### src/rtl/uop_pkg.sv
package uop_pkg;
  parameter int AREG_W   = 5;
  parameter int MIN_REGS = 2;
  parameter int MAX_REGS = 4;
  parameter int PRED_W   = 4;
  parameter int PART_W   = $clog2(MAX_REGS);
  parameter int CNT_W    = $clog2(MAX_REGS + 1);
  parameter int STEP_W   = $clog2(2 * MAX_REGS);
  parameter int TREG_W   = AREG_W + 1;

  typedef enum logic [1:0] {
    K_LOAD  = 2'd0,
    K_STORE = 2'd1,
    K_ILV   = 2'd2,
    K_DILV  = 2'd3
  } uop_kind_e;

  typedef struct packed {
    logic              is_store;
    logic [CNT_W-1:0]  nregs;
    logic [AREG_W-1:0] base;
    logic [PRED_W-1:0] pred;
    logic              imm_mode;
  } req_t;

  function automatic logic count_ok(input logic [CNT_W-1:0] n);
    return (n >= CNT_W'(MIN_REGS)) && (n <= CNT_W'(MAX_REGS));
  endfunction

  function automatic logic [TREG_W-1:0] arch_reg(input logic [AREG_W-1:0] base,
                                                 input logic [PART_W-1:0] part);
    logic [AREG_W:0] sum;
    sum = {1'b0, base} + (AREG_W+1)'(part);
    return {1'b0, sum[AREG_W-1:0]};
  endfunction

  function automatic logic [TREG_W-1:0] tmp_reg(input logic [PART_W-1:0] part);
    return {1'b1, AREG_W'(part)};
  endfunction

  function automatic logic [STEP_W-1:0] last_step(input logic [CNT_W-1:0] n);
    return STEP_W'((int'(n) << 1) - 1);
  endfunction
endpackage

### src/rtl/uop_step_ctr.sv
module uop_step_ctr
  import uop_pkg::*;
(
  input  logic              clk,
  input  logic              rst_n,
  input  logic              start,
  input  logic              advance,
  input  logic [STEP_W-1:0] last_idx,
  output logic              busy,
  output logic [STEP_W-1:0] step,
  output logic              at_last
);
  assign at_last = busy && (step == last_idx);

  always_ff @(posedge clk) begin
    if (!rst_n) begin
      busy <= 1'b0;
      step <= '0;
    end else if (start) begin
      busy <= 1'b1;
      step <= '0;
    end else if (busy && advance) begin
      if (at_last) begin
        busy <= 1'b0;
        step <= '0;
      end else begin
        step <= step + 1'b1;
      end
    end
  end


  start_idle_chk: assert property (@(posedge clk) disable iff (!rst_n)
    start |-> !busy);
endmodule

### src/rtl/uop_field_gen.sv
module uop_field_gen
  import uop_pkg::*;
(
  input  logic              is_store,
  input  logic [CNT_W-1:0]  nregs,
  input  logic [AREG_W-1:0] base,
  input  logic [STEP_W-1:0] step,
  output uop_kind_e         kind,
  output logic [TREG_W-1:0] treg,
  output logic [PART_W-1:0] part,
  output logic              first,
  output logic              last,
  output logic              delay
);
  logic [STEP_W-1:0] n_s;
  logic              second;
  logic [STEP_W-1:0] rel;

  always_comb begin
    n_s    = STEP_W'(nregs);
    second = (step >= n_s);
    rel    = second ? (step - n_s) : step;
    part   = PART_W'(rel);
    if (is_store) kind = second ? K_STORE : K_ILV;
    else          kind = second ? K_DILV  : K_LOAD;
    treg   = (!is_store && second) ? arch_reg(base, part) : tmp_reg(part);
    first  = (step == '0);
    last   = (step == last_step(nregs));
    delay  = !last;
  end
endmodule

### src/rtl/uop_seq_top.sv
module uop_seq_top
  import uop_pkg::*;
(
  input  logic                clk,
  input  logic                rst_n,
  input  logic                req_valid,
  output logic                req_ready,
  input  logic                req_is_store,
  input  logic [CNT_W-1:0]    req_nregs,
  input  logic [AREG_W-1:0]   req_base,
  input  logic [PRED_W-1:0]   req_pred,
  input  logic                req_imm_mode,
  output logic                req_illegal,
  output logic                uop_valid,
  input  logic                uop_ready,
  output logic [1:0]          uop_kind,
  output logic [TREG_W-1:0]   uop_reg,
  output logic [PART_W-1:0]   uop_part,
  output logic [CNT_W-1:0]    uop_total,
  output logic                uop_first,
  output logic                uop_last,
  output logic                uop_delay,
  output logic [PRED_W-1:0]   uop_pred,
  output logic                uop_imm_mode
);
  req_t              cur_q;
  logic              busy;
  logic [STEP_W-1:0] step;
  logic              at_last;
  logic              req_fire;
  logic              good_fire;
  logic              bad_fire;
  logic              uop_fire;
  uop_kind_e         kind;

  assign req_ready = !busy;
  assign req_fire  = req_valid && req_ready;
  assign good_fire = req_fire && count_ok(req_nregs);
  assign bad_fire  = req_fire && !count_ok(req_nregs);
  assign uop_fire  = uop_valid && uop_ready;

  always_ff @(posedge clk) begin
    if (!rst_n) begin
      cur_q       <= '0;
      req_illegal <= 1'b0;
    end else begin
      req_illegal <= bad_fire;
      if (good_fire)
        cur_q <= '{is_store: req_is_store, nregs: req_nregs, base: req_base,
                   pred: req_pred, imm_mode: req_imm_mode};
    end
  end

  uop_step_ctr u_ctr (
    .clk      (clk),
    .rst_n    (rst_n),
    .start    (good_fire),
    .advance  (uop_ready),
    .last_idx (last_step(cur_q.nregs)),
    .busy     (busy),
    .step     (step),
    .at_last  (at_last)
  );

  uop_field_gen u_fld (
    .is_store (cur_q.is_store),
    .nregs    (cur_q.nregs),
    .base     (cur_q.base),
    .step     (step),
    .kind     (kind),
    .treg     (uop_reg),
    .part     (uop_part),
    .first    (uop_first),
    .last     (uop_last),
    .delay    (uop_delay)
  );

  assign uop_valid    = busy;
  assign uop_kind     = kind;
  assign uop_total    = cur_q.nregs;
  assign uop_pred     = cur_q.pred;
  assign uop_imm_mode = cur_q.imm_mode;


  stall_hold_chk: assert property (@(posedge clk) disable iff (!rst_n)
    (uop_valid && !uop_ready) |=> (uop_valid && $stable(uop_kind) && $stable(uop_reg)
      && $stable(uop_part) && $stable(uop_first) && $stable(uop_last)));

  busy_block_chk: assert property (@(posedge clk) disable iff (!rst_n)
    uop_valid |-> !req_ready);

  delay_last_chk: assert property (@(posedge clk) disable iff (!rst_n)
    uop_valid |-> (uop_delay != uop_last));

  illegal_quiet_chk: assert property (@(posedge clk) disable iff (!rst_n)
    req_illegal |-> !uop_valid);

  last_ends_chk: assert property (@(posedge clk) disable iff (!rst_n)
    (uop_fire && uop_last) |=> !uop_valid);

  at_last_flag_chk: assert property (@(posedge clk) disable iff (!rst_n)
    uop_valid |-> (at_last == uop_last));
endmodule

### config.mk
export PLATFORM = sky130hd
export DESIGN_NAME = uop_seq_top
export DESIGN_NICKNAME = d
export VERILOG_FILES = /design/src/rtl/uop_pkg.sv /design/src/rtl/uop_step_ctr.sv /design/src/rtl/uop_field_gen.sv /design/src/rtl/uop_seq_top.sv
export SDC_FILE = /design/constraint.sdc
export NUM_CORES = 1
export LEC_CHECK = 0
export BUFFER_PORTS_ARGS = -buffer_cell sky130_fd_sc_hd__buf_2
export CORE_MARGIN = 3
export CORE_UTILIZATION = 35
export DETAILED_ROUTE_END_ITERATION = 10
export HOLD_SLACK_MARGIN = 0.05
export PLACE_DENSITY_LB_ADDON = 0.12
export SETUP_SLACK_MARGIN = 0.5
export SYNTH_ARGS = -nofsm -noshare
export SYNTH_HDL_FRONTEND = slang
export SYNTH_SLANG_ARGS = --single-unit
### constraint.sdc
create_clock -name clk -period 3.7 [get_ports clk]
set_input_delay 0.74 -clock clk [delete_from_list [all_inputs] [get_ports clk]]
set_output_delay 0.74 -clock clk [all_outputs]
set_load 0.05 [all_outputs]
==> summary.txt, run 1 <==
GRT
  • First-pass GRT wire length: 4830 um
  • Initial antenna violation count: 0
  • Largest net degree at the start of global routing: 16
  • GRT overflow: 0
  • Vias in the first global route: 1080
  • GRT Total Usage: 14.3%

STA
  • Slew Limit Fails: 0
  • TNS Setup: 0 ps
  • Worst Clk Skew: 1.56 ps
  • Endpoints failing setup: 0
  • Period Utilization, post-route: 91.9%
  • Rel. slew slack: 44.9%
  • Setup ws final: 300 ps
  • Least-Margin Pin Slew: 827 ps
  • Final hold viol count: 0
  • RSZ-0062 raised after global routing: true
  • F_max: 0.294 GHz
  • Fin crit period: 3400 ps

Final layout
  • Filler instances: 323
  • Most common cell after layout, fill and taps aside: buf_2
  • Final nets: 214
  • Share of post-route cells with drive strength above 1: 47.3%
  • Area growth syn-to-layout: 40.2%
  • Most frequent cells in the layout: 36 x buf_2, 15 x nor2_1, 14 x dfxtp_1, 11 x mux2i_1, 10 x nand2_1
  • ANT cells: 0

Floorplanning
  • Initial Util: 38.0%
  • Die Span Y: 64.5 um
  • Row count: 20
  • Die area: 4160 um^2
  • I/O pins: 42
  • Placeable Area: 3150 um^2
  • Chip width: 64.5 um

Clock tree
  • CTS root buf: clkbuf_4
  • Clock buffer depth: 2
  • CTS tree: built
  • CTS Buf Count: 3
  • Reg clk slew, reported paths: 100 ps
  • TritonCTS Sinks: 19
  • H-tree depth: 1
  • Clk Latency, worst-skew pair: 290 ps

Min path
  • Min-delay worst type: flop to flop

Place
  • Number of port buffers: 41
  • Gpl congestion: 0.803
  • Place WS: 300 ps
  • HPWL Detailed: 2210 um

Logic synthesis
  • Post-Syn Nets: 169
  • Seq/Total Area, Yosys: 31.7%
  • Synthesized cell area: 1200 um^2
  • Syn_area_per_cell: 8.44 um^2
  • Yosys warns: 0
  • Synth Register Bits: 19
  • Cells after Synth: 142
  • Yosys cell types: 36
  • Top cells by area, synth: dfxtp_1 32%, mux2i_1 9.2%, ha_1 8.4%
  • Synth area leader: dfxtp_1
  • Synth top area share: 31.7%

Critical path
  • Setup Crit Path Kind: flop to output pin
  • Worst EP required: 2960 ps
  • Crit-path max FO: 3
  • CP Capture Type: output pin
  • Crit start category: flop
  • Worst path arrival time: 2660 ps

Pwr
  • Power density cells: 314 nW/um^2
  • Combinational Power Share: 38.7%
  • P_int: 0.331 mW
  • VDD IR-drop max: 0.221 mV
  • Net Switching: 0.197 mW
  • Sw Share: 37.4%
  • LEAKAGE: 0.773 nW
  • Register share of total power: 41.9%
  • Clk pwr share: 19.3%

Detailed routing
  • Post-route DRC violation count: 0
  • Routed vias: 1115
  • Drt first pass iters: 4
  • Vias per cell: 4.85
  • Detail Route Antenna Nets: 0
  • Drt initial violations: 32
  • Total wire length: 2930 um
  • DR WL/cell: 12.8 um

Outcome
  • Status: completed

Run
  • Maximum Capacitance Violations: 0
synthesized netlist by cell type:
cell type	n
dfxtp_1	19
nor2_1	18
inv_1	11
mux2i_1	11
nand2_1	10
a21oi_1	8
buf_4	8
ha_1	8
o21ai_0	7
nor2b_1	5
nand2b_1	4
a21o_1	3
o21a_1	3
xnor2_1	3
a211oi_1	2
and3b_1	2
a21oi_2	1
a2bb2oi_1	1
a31oi_1	1
and2_1	1
and2b_1	1
buf_6	1
clkbuf_1	1
fa_1	1
inv_2	1
mux2i_2	1
nand4_1	1
nor3_1	1
nor3b_1	1
nor3b_2	1
nor4_1	1
o21ai_2	1
o31a_1	1
or2_2	1
or3_1	1
xor2_1	1
through the flow:
stage | util, % | power [mW] | hold WS, ps | cell area [um^2] | cells
global placement | 46.3 | 0.399 | 473 | 1460 | 217
CTS | 51.3 | 0.524 | 501 | 1620 | 227
global route | 53.3 | 0.560 | 530 | 1680 | 230
finish | 53.3 | 0.528 | 500 | 1680 | 230
detailed placement | 46.3 | 0.403 | 486 | 1460 | 217
floorplan | - | 0.368 | 463 | 1270 | 142
power by group through the flow:
| stage | Clock [mW] | Sequential, mW | Combinational (mW) |
|---|---|---|---|
| 6_report | 0.102 | 0.221 | 0.204 |
| 2_1_floorplan | 0 | 0.231 | 0.137 |
| 5_1_grt | 0.119 | 0.223 | 0.218 |
| 3_3_place_gp | 0 | 0.226 | 0.173 |
| 3_5_place_dp | 0 | 0.226 | 0.176 |
| 4_1_cts | 0.109 | 0.221 | 0.195 |
sequential cells by signal (all words and copies together), names as in the netlist:
name	count
uop_imm_mode	1
uop_total	3
uop_pred	4
u_ctr.busy	1
cur_q	6
req_illegal	1
u_ctr.step	3
what timing repair did:
item                       CTS  global route
gates cloned                 0             0
setup buffers                6             3
resized for setup           22             9
hold buffers                 0             0
setup endpoints to repair    5             5
pin swaps                   11            10
cell families (layout without fill, tap and decap cells):
kind of cell,after synthesis,after routing,synth area share [%]
muxes,12,12,10.3
DFF,19,19,31.7
adders and majority gates,9,9,10.0
buffers and inverters,22,66,10.0
and+or+nand+nor,48,48,20.3
xor gates and xnor gates,4,4,2.92
AOI/OAI and AO/OA,28,28,14.7
worst paths after layout:
kind / cells after the start / to / start / slack (ps)
worst max-delay path: 12 / uop_reg[4] / u_ctr.step[0]$_SDFFE_PP0P_ / 300
worst min-delay path: 2 / uop_total[2]$_SDFFE_PN0P_ / uop_total[2]$_SDFFE_PN0P_ / 500
worst max register to register: 5 / u_ctr.busy$_SDFFE_PN0P_ / u_ctr.step[2]$_SDFFE_PP0P_ / 2250
worst min register to register: 2 / uop_total[2]$_SDFFE_PN0P_ / uop_total[2]$_SDFFE_PN0P_ / 500
critical path, stage by stage, from the launching register on:
cell and delay (ps):
dfxtp_4 370, inv_4 40, ha_4 250, nand2b_4 100, a21o_1 150, a21o_1 160
o21a_4 140, ha_4 130, inv_2 40, fa_2 350, or3_4 350, a21oi_4 130
buf_6 170
per-layer routing:
metal	vias to the layer above	global-route usage [%]	part of all wire, %
li1	560	-	-
met1	527	17.6	44
met2	24	24.9	51
met3	4	2.77	4.0
met4	0	5.01	1.2
met5	-	0	0
area by class of cell:
class                           count  area (um^2)  share of cell area [%]
Clock buffer                        4         26.3                    1.56
Inverter                           12         47.5                    2.83
Multi-Input combinational cell    101          848                    50.5
Sequential cell                    19          392                    23.3
Tap cell                           44         55.1                    3.28
Timing Repair Buffer               50          312                    18.5
No activity file was read; power rests on OpenSTA's default activity.
==> inputs of run 2 (changes only) <==
--- a/config.mk
+++ b/config.mk
@@ -9,6 +9,7 @@
 export CORE_MARGIN = 3
 export CORE_UTILIZATION = 35
 export DETAILED_ROUTE_END_ITERATION = 10
+export GPL_TIMING_DRIVEN = 0
 export HOLD_SLACK_MARGIN = 0.05
 export PLACE_DENSITY_LB_ADDON = 0.12
 export SETUP_SLACK_MARGIN = 0.5
==> constraint.sdc (replaced) <==
create_clock -name clk -period 3.7 [get_ports clk]
set_input_delay 0.37 -clock clk [delete_from_list [all_inputs] [get_ports clk]]
set_output_delay 0.37 -clock clk [all_outputs]
set_load 0.05 [all_outputs]
==> run 2 against run 1 <==
  * Final cell count rose by 3.5%
  * Fmax rose by 8.4%
  * Final area fell by 0.97%
  * Register-to-register slack barely moved
  * Worst setup slack improved by 260 ps
  * Sequential power barely moved
  * First-iteration DRC count rose by 50%
  * Wire length fell by 1.3%
  * Largest power group unchanged
  * Utilization fell by 0.52 points
  * Critical path depth did not move
  * Combinational power fell by 4%
==> summary.txt, run 2 (synthesis results as in run 1) <==
STA
  • WHS: 301 ps
  • Endpoints failing setup: 0
  • RSZ-0062 raised after global routing: true
  • F_max: 0.319 GHz
  • Fin crit period: 3140 ps
  • Worst Clk Skew: 4.86 ps
  • Period Utilization, post-route: 84.8%
  • Slew Limit Fails: 0
  • Rel. slew slack: 74.1%
  • TNS Setup: 0 ps
  • Setup ws final: 564 ps
  • Least-Margin Pin Slew: 389 ps
  • Final hold viol count: 0

Clock tree
  • Clk Latency, worst-skew pair: 290 ps
  • TritonCTS Sinks: 19
  • Number of hold buffers added after CTS: 0
  • Clock buffer depth: 2
  • CTS tree: built
  • Reg clk slew, reported paths: 110 ps
  • CTS Buf Count: 3
  • H-tree depth: 1
  • CTS root buf: clkbuf_4

Critical path
  • Crit path max-delay cell type: or3_4
  • Crit-path max FO: 3
  • Worst path arrival time: 2770 ps
  • Crit start category: flop
  • Reg2Reg Depth: 6
  • Worst EP required: 3330 ps
  • CP Capture Type: output pin
  • Setup Crit Path Kind: flop to output pin
  • Cell Chain, Critical Path: inv_6, ha_4, nand2b_4, a21o_1, a21o_1, o21a_2, ha_4, inv_2, fa_2, or3_4, a21oi_4, buf_6
  • Max incr delay on CP: 390 ps

Pwr
  • Clk pwr share: 19.8%
  • Register share of total power: 42.6%
  • Sw Share: 37.7%
  • Power density cells: 311 nW/um^2
  • VDD IR-drop max: 0.185 mV
  • Net Switching: 0.195 mW
  • Final Power: 0.518 mW
  • Combinational Power Share: 37.6%
  • P_int: 0.323 mW
  • LEAKAGE: 0.813 nW

Detailed routing
  • DR WL/cell: 12.2 um
  • Drt initial violations: 48
  • Metal-1 WL: 1240 um
  • Post-route DRC violation count: 0
  • Met3 wire len: 89 um
  • Detail Route Antenna Nets: 0
  • Vias per cell: 4.71
  • Met2 WL: 1540 um
  • Highest metal used: met4
  • Total wire length: 2900 um
  • Drt first pass iters: 4
  • Routed vias: 1120

Final layout
  • Non-Filler Instances: 238
  • Area growth syn-to-layout: 38.8%
  • Largest Register: cur_q
  • Share of post-route cells with drive strength above 1: 44.8%
  • ANT cells: 0
  • Most common cell after layout, fill and taps aside: buf_2
  • Filler instances: 318
  • Final nets: 222
  • FF+latch area: 394 um^2
  • Most frequent cells in the layout: 38 x buf_2, 16 x nor2_1, 15 x buf_4, 14 x dfxtp_1, 11 x mux2i_1
  • Max FFs per register: 6
  • Area of the multi-input gates: 790 um^2

Place
  • Number of port buffers: 41
  • DP Cell Count: 227
  • Place WS: 375 ps
  • Gpl congestion: 0.720
  • HPWL Detailed: 2120 um

Floorplanning
  • Row count: 20
  • Die Span Y: 64.5 um
  • Chip width: 64.5 um
  • Initial Util: 38.0%
  • I/O pins: 42
  • Die area: 4160 um^2
  • Placeable Area: 3150 um^2

Min path
  • Hold Crit Depth: 3
  • Min-delay worst type: input pin to flop

GRT
  • Vias in the first global route: 1118
  • Initial antenna violation count: 0
  • GRT Total Usage: 14.4%
  • Largest net degree at the start of global routing: 12
  • First-pass GRT wire length: 4790 um
  • GRT overflow: 0

Outcome
  • Status: completed

Run
  • Maximum Capacitance Violations: 0
-- run 2: changes by cell type in the layout (fill, tap and decap cells not counted), sizes merged --
cell | previous run | this run
buf | 50 | 56
clkbuf | 4 | 5
clkinv | 0 | 1
-- run 2: final cells by class --
type                       instances  area share, %
multi-input combinational        101           47.4
sequential                        19           23.7
timing repair buffer              48           16.4
buffer                            10           4.51
tap                               44           3.31
inverter                          12           3.01
clock buffer                       3           1.35
clock inverter                     1          0.301
-- run 2: per-stage QoR --
stage / util [%] / area [um^2]
CTS: 50.8 / 1600
detailed placement: 46.8 / 1480
global placement: 46.8 / 1480
finish: 52.8 / 1660
global route: 52.8 / 1660
floorplan: - / 1220
-- run 2: final timing paths --
| check | from | endpoint | slack [ps] |
|---|---|---|---|
| worst max-delay path | u_ctr.step[0]$_SDFFE_PP0P_ | uop_reg[4] | 560 |
| worst max register to register | uop_total[1]$_SDFFE_PN0P_ | u_ctr.busy$_SDFFE_PN0P_ | 2240 |
| worst min register to register | uop_imm_mode$_SDFFE_PN0P_ | uop_imm_mode$_SDFFE_PN0P_ | 510 |
| worst min-delay path | req_imm_mode | uop_imm_mode$_SDFFE_PN0P_ | 300 |
-- run 2: critical path, delay by kind of cell (launching register included) --
family	cells	cell delay, ps
compound gates	4	600
buf+inv	3	240
flops	1	380
fa+ha+maj	3	750
simple gates	2	500
-- run 2: per-layer routing --
layer	GRT usage, %	vias up
li1	-	578
met2	26.2	22
met4	6.07	0
met5	0	-
met1	16.5	518
met3	2.25	2
-- run 2: power groups by stage --
stage	sequential, mW	clock [mW]	combinational (mW)
4_1_cts	0.221	0.109	0.183
5_1_grt	0.222	0.118	0.209
2_1_floorplan	0.230	0	0.128
3_3_place_gp	0.226	0	0.171
3_5_place_dp	0.226	0	0.173
6_report	0.221	0.103	0.195
-- run 2: repair_timing --
action	CTS	global route
gates resized for setup	20	8
pin swaps	5	9
buffers inserted	3	4
setup endpoints to repair	4	3
